<file path="src/rtl/dbs_pkg.sv">
// Shared types for the data bus steering controller.
package dbs_pkg;
    // Bus arrangement selected by the static mode input.
    typedef enum logic {
        BUS_SHARED = 1'b0,
        BUS_SPLIT  = 1'b1
    } bus_mode_e;
endpackage

</file>
<file path="src/rtl/dbs_phase_seq.sv">
// Write-phase sequencer.
// Turns a one-cycle-ahead write request into the write indicator and then
// into the store window one cycle later.
// Assumes: wr_req is sampled at every rising edge; synchronous active-low reset.
module dbs_phase_seq (
    input  logic clk,
    input  logic rst_n,
    input  logic wr_req,
    output logic wr_ind,
    output logic store_cyc
);
    logic ind_q;
    logic cyc_q;

    // Advance the request through the announce and store phases.
    always_ff @(posedge clk) begin
        if (!rst_n) begin
            ind_q <= 1'b0;
            cyc_q <= 1'b0;
        end else begin
            ind_q <= wr_req;
            cyc_q <= ind_q;
        end
    end

    assign wr_ind    = ind_q;
    assign store_cyc = cyc_q;
endmodule

</file>
<file path="src/rtl/dbs_data_path.sv">
// Data path: the store data register, the read capture register and the
// split-bus output forcing.
// Assumes: mode is static between resets; load is high during the announce
// cycle, so the capture coincides with the start of the store cycle.
module dbs_data_path
    import dbs_pkg::*;
#(
    parameter int DW = 32
) (
    input  logic          clk,
    input  logic          rst_n,
    input  bus_mode_e     mode,
    input  logic          load,
    input  logic          store_cyc,
    input  logic [DW-1:0] core_wdata,
    input  logic [DW-1:0] bidir_in,
    input  logic [DW-1:0] split_in,
    output logic [DW-1:0] pin_dout,
    output logic [DW-1:0] split_out,
    output logic [DW-1:0] rd_data
);
    localparam logic [DW-1:0] ZERO = '0;

    logic [DW-1:0] st_q;
    logic [DW-1:0] rd_q;
    logic [DW-1:0] rd_sel;

    // Select the read source according to the bus mode.
    always_comb begin
        rd_sel = (mode == BUS_SPLIT) ? split_in : bidir_in;
    end

    // Launch store data at the edge that opens the store cycle.
    always_ff @(posedge clk) begin
        if (!rst_n) begin
            st_q <= ZERO;
        end else if (load) begin
            st_q <= core_wdata;
        end
    end

    // Capture read data at every edge that does not end a store cycle.
    always_ff @(posedge clk) begin
        if (!rst_n) begin
            rd_q <= ZERO;
        end else if (!store_cyc) begin
            rd_q <= rd_sel;
        end
    end

    assign pin_dout  = st_q;
    assign split_out = (mode == BUS_SPLIT) ? st_q : ZERO;
    assign rd_data   = rd_q;
endmodule

</file>
<file path="src/rtl/dbs_enable_gate.sv">
// Enable gating.
// Combines the internal store window with the external, legacy and test
// enables into the pin drive and output-enable flags.
// Assumes: the test enable has no register in its path, so it acts at once.
module dbs_enable_gate
    import dbs_pkg::*;
(
    input  bus_mode_e mode,
    input  logic      store_cyc,
    input  logic      ext_en_n,
    input  logic      dbus_en,
    input  logic      addr_en,
    input  logic      test_en_n,
    output logic      out_en_n,
    output logic      drive_en,
    output logic      addr_oe
);
    logic own_bus;

    // The core owns the shared bus only in a shared-mode store cycle.
    always_comb begin
        own_bus  = store_cyc && (mode == BUS_SHARED);
        out_en_n = !own_bus;
        drive_en = own_bus && !ext_en_n && dbus_en && test_en_n;
        addr_oe  = addr_en && test_en_n;
    end
endmodule

</file>
<file path="src/rtl/dbs_steer_ctrl.sv">
// Top of the data bus steering controller.
// Chooses between a shared bidirectional data bus and split in/out buses.
// Sequences the write phases and gates the pin drive.
// Assumes: split_mode changes only under reset.
module dbs_steer_ctrl
    import dbs_pkg::*;
#(
    parameter int DW = 32
) (
    input  logic          clk,
    input  logic          rst_n,
    input  logic          split_mode,
    input  logic          wr_req,
    input  logic [DW-1:0] core_wdata,
    input  logic [DW-1:0] bidir_in,
    input  logic [DW-1:0] split_in,
    input  logic          ext_en_n,
    input  logic          dbus_en,
    input  logic          addr_en,
    input  logic          test_en_n,
    output logic          wr_ind,
    output logic          out_en_n,
    output logic          drive_en,
    output logic [DW-1:0] pin_dout,
    output logic [DW-1:0] split_out,
    output logic [DW-1:0] rd_data,
    output logic          addr_oe
);
    bus_mode_e mode;
    logic      store_cyc;

    assign mode = split_mode ? BUS_SPLIT : BUS_SHARED;

    dbs_phase_seq u_seq (
        .clk       (clk),
        .rst_n     (rst_n),
        .wr_req    (wr_req),
        .wr_ind    (wr_ind),
        .store_cyc (store_cyc)
    );

    dbs_data_path #(.DW(DW)) u_data (
        .clk        (clk),
        .rst_n      (rst_n),
        .mode       (mode),
        .load       (wr_ind),
        .store_cyc  (store_cyc),
        .core_wdata (core_wdata),
        .bidir_in   (bidir_in),
        .split_in   (split_in),
        .pin_dout   (pin_dout),
        .split_out  (split_out),
        .rd_data    (rd_data)
    );

    dbs_enable_gate u_gate (
        .mode      (mode),
        .store_cyc (store_cyc),
        .ext_en_n  (ext_en_n),
        .dbus_en   (dbus_en),
        .addr_en   (addr_en),
        .test_en_n (test_en_n),
        .out_en_n  (out_en_n),
        .drive_en  (drive_en),
        .addr_oe   (addr_oe)
    );
endmodule

</file>
<file path="config.mk">
export PLATFORM = sky130hd
export DESIGN_NAME = dbs_steer_ctrl
export DESIGN_NICKNAME = d
export VERILOG_FILES = /design/src/rtl/dbs_pkg.sv /design/src/rtl/dbs_phase_seq.sv /design/src/rtl/dbs_data_path.sv /design/src/rtl/dbs_enable_gate.sv /design/src/rtl/dbs_steer_ctrl.sv
export SDC_FILE = /design/constraint.sdc
export NUM_CORES = 1
export LEC_CHECK = 0
export BUFFER_PORTS_ARGS = -buffer_cell sky130_fd_sc_hd__buf_2
export CELL_PAD_IN_SITES_DETAIL_PLACEMENT = 1
export CELL_PAD_IN_SITES_GLOBAL_PLACEMENT = 1
export CORE_ASPECT_RATIO = 1.2
export CORE_MARGIN = 2
export CORE_UTILIZATION = 27
export DETAILED_ROUTE_END_ITERATION = 16
export HOLD_SLACK_MARGIN = 0.12
export PLACE_DENSITY = 0.78
export SETUP_SLACK_MARGIN = 0.05
export SLEW_MARGIN = 15
export SYNTH_ARGS = -nofsm -noshare
export SYNTH_HDL_FRONTEND = slang
export SYNTH_SLANG_ARGS = --single-unit
</file>
<file path="constraint.sdc">
create_clock -name clk -period 1.4 [get_ports clk]
set_clock_uncertainty 0.15 [all_clocks]
set_input_delay 0.14 -clock clk [delete_from_list [all_inputs] [get_ports clk]]
set_output_delay 0.14 -clock clk [all_outputs]
set_load 0.005 [all_outputs]
</file>
==> results.toml <==
[status]
outcome = "complete, no violations"

[synth]
yosys.area_share.simple_pct = 20.4
synth_mux_area_share_pct = 23.3
synth_top_family_by_area = "multiplexers"
synthesis.area_per_instance_um2 = 10.9
yosys.area.top_type_share_pct = 41.9
yosys-top-cells-area = "dfxtp_1 (42%), mux2i_1 (10%), o211a_1 (10%)"
sequential_to_total_area_share_from_yosys_stat_pct = 41.9
yosys_register_bits = 66
synth_compound_gate_area_share_pct = 10.2
synth.lib_cells_used.distinct = 16
synth_xor_area_share_pct = 0
synth_top_cell_by_area = "dfxtp_1"
synthesis.instances = 289
synth.net_count = 393
synth.cell_area_um2 = 3150
yosysWarningCount = 0
post_synthesis_share_of_cell_area_spent_on_full_adders_half_adders_and_majority_gates_pct = 0

[floorplan]
die_y_um = 122
fp-row-count = 43
starting_density_of_the_core_pct = 27.5
core_region_area_um2 = 11500
floorplan.die.width_um = 103
top_level_ports = 204
die_area_um2 = 12600

[pwr]
pwr-share-seq_pct = 39.7
p_leak_nw = 2.97
pwr-share-comb_pct = 20.0
ir_worst_vdd_v = 0.000444
power.total_mw = 5.21
pwr_density_cell_nw_per_um2 = 916
net_switching_power_mw = 1.31
sw_share_pct = 25.2
internal_power_mw = 3.90
p_clk_share_pct = 40.3

[cts]
clock-sinks = 66
clkLatencyLatePin_ps = 320
largest_buffer_count_on_any_clock_path = 2
clk_pin_slew_ps = 60
cts_tree = "done"
cts_buffers = 9
clock_root_buffer = "clkbuf_16"
cts_htree_levels = 3
cts_post_setup_buffers_inserted = 0

[route]
detail_route.iter0.violations = 43
drt_pass1_iterations = 4
final_antenna_net_count = 0
vias_per_cell = 4.48
totalWireLength_mm = 12.8
via_count = 3363
drc = 0
routed_wire_length_per_instance_um = 17.0

[placed_design]
placement.io_buffers = 203
detailed_place_hpwl_mm = 6.95
gp_congestion = 0.691

[global_route]
maximum_number_of_pins_on_one_net_before_global_route_repair = 67
antenna_found_initial = 0
grt.total_usage_pct = 19.4
first_global_vias = 3646
global_route_wire_length_before_repair_mm = 18.5
grt_overflow = 0

[setup_path]
critPathArrivalTime_ps = 1080
r2r.worst_path.cells = 3
crit_fanout = 2
timing.rr.start = "u_seq.store_cyc"
critPathLaunchType = "flip-flop"
path_class = "flip-flop to output pin"
crit_required_ps = 1110
timing.rr.end = "u_data.rd_data[6]"
cp_capture_type = "output pin"
slack_of_the_worst_reg_to_reg_path_ps = 150

[finish]
final_nets = 692
layout_common_cells = "buf_2 (203), dlygate4sd3_1 (97), dfxtp_1 (64)"
area_delta_synth_final_pct = 80.5
layout.filler_cells = 1322
layout_commonest_cell = "buf_2"
post-route-util_pct = 49.6
share_of_layout_cells_above_drive_strength_1_pct = 45.2

[sta]
setup_violations_final = 0
totalNegativeSetupSlack_ps = 0
timing.slew.headroom_pct = 81.3
rsz_0062_raised_after_global_routing = "yes"
fmaxAchievable_ghz = 0.732
max_slew.worst_pin.slew_ps = 280
final_max_slew_viol_count = 0
timing.final.hold_violations = 0
fin_crit_ps = 1370
final_min_period_over_clock_period_pct = 97.5

[flow_run]
number_of_violations_of_the_max_capacitance_limit = 0

[hold_path]
holdCritPathClass = "input port to flip-flop"
min_delay_worst_endpoint = "u_data.rd_data[23]"
min_path_cells = 3
worstHoldStart = "rst_n"
through the flow:
step                area (µm²)  setup WS, ps  std cells  hold slack (ps)
floorplan                 3150          93.3        289              117
CTS                       5670          29.3        750              157
global placement          4370          80.3        636              202
global route              5690          3.54        750              177
detailed placement        4370          63.7        636              203
finish                    5690          34.6        751              166
critical path, stage by stage (launching register included):
cell and delay (ps):
dfxtp_4 370, nand2b_4 70, nor3_4 170, buf_2 140
final cells by class:
class                      instances  area [µm²]  share of cell area [%]
clock buffer                      10         239                    4.20
antenna                            1        2.50                  0.0440
tap                              157         196                    3.45
sequential                        66        1330                    23.3
timing repair buffer             313        2170                    38.1
multi-input combinational        198        1720                    30.2
clock inverter                     6        42.5                   0.748
cells by family after synthesis:
| kind of cell | Yosys count |
|---|---|
| and+or+nand+nor | 102 |
| DFF | 66 |
| muxes | 64 |
| AOI/OAI and AO/OA | 32 |
| buffers and inverters | 25 |
cell usage after synthesis (all sizes together):
| cell | count |
|---|---|
| nand2 | 1 |
| and2 | 35 |
| nor2b | 32 |
| mux2i | 32 |
| o211a | 32 |
| dfxtp | 66 |
| or2b | 7 |
| buf | 15 |
| mux2 | 32 |
| nor3 | 1 |
| nand2b | 26 |
| clkbuf | 10 |
per-layer routing:
metal / global-route usage (%) / up-vias / wire length (µm)
met1: 18.9 / 1599 / 4580
li1: - / 1580 / -
met5: 0 / - / 0
met2: 37.5 / 157 / 7000
met4: 7.83 / 0 / 307
met3: 5.24 / 27 / 873
power by group through the flow:
stage	sequential, mW	combinational [mW]	clock, mW
4_1_cts	2.07	1.01	2.17
2_1_floorplan	2.11	0.393	0
3_3_place_gp	2.10	0.751	0
5_1_grt	2.08	1.12	2.26
3_5_place_dp	2.11	0.781	0
6_report	2.07	1.04	2.10
how the worst max path moves through the flow:
stage,end,startpoint,slack (ps),cells after the start
3_3_place_gp,split_out[13],split_mode,80,5
5_1_grt,drive_en,u_seq.store_cyc,4,3
4_1_cts,drive_en,u_seq.store_cyc,30,3
2_1_floorplan,u_data.rd_data[10],u_seq.store_cyc,90,4
3_5_place_dp,split_out[13],split_mode,60,5
6_report,drive_en,u_seq.store_cyc,30,3
sequential cells by signal, indices dropped and copies added, names as in the netlist:
signal and count:
u_seq.store_cyc 1, u_data.pin_dout 32, u_data.rd_data 32, u_seq.wr_ind 1
repair_timing:
item                                    CTS  global route
gates resized for setup                   2             4
gates cloned                              1             0
endpoints found under the hold margin    65             0
hold buffers                             97             0
endpoints found under the setup margin    2            19
Note: power is estimated with default switching activity, not from simulation.
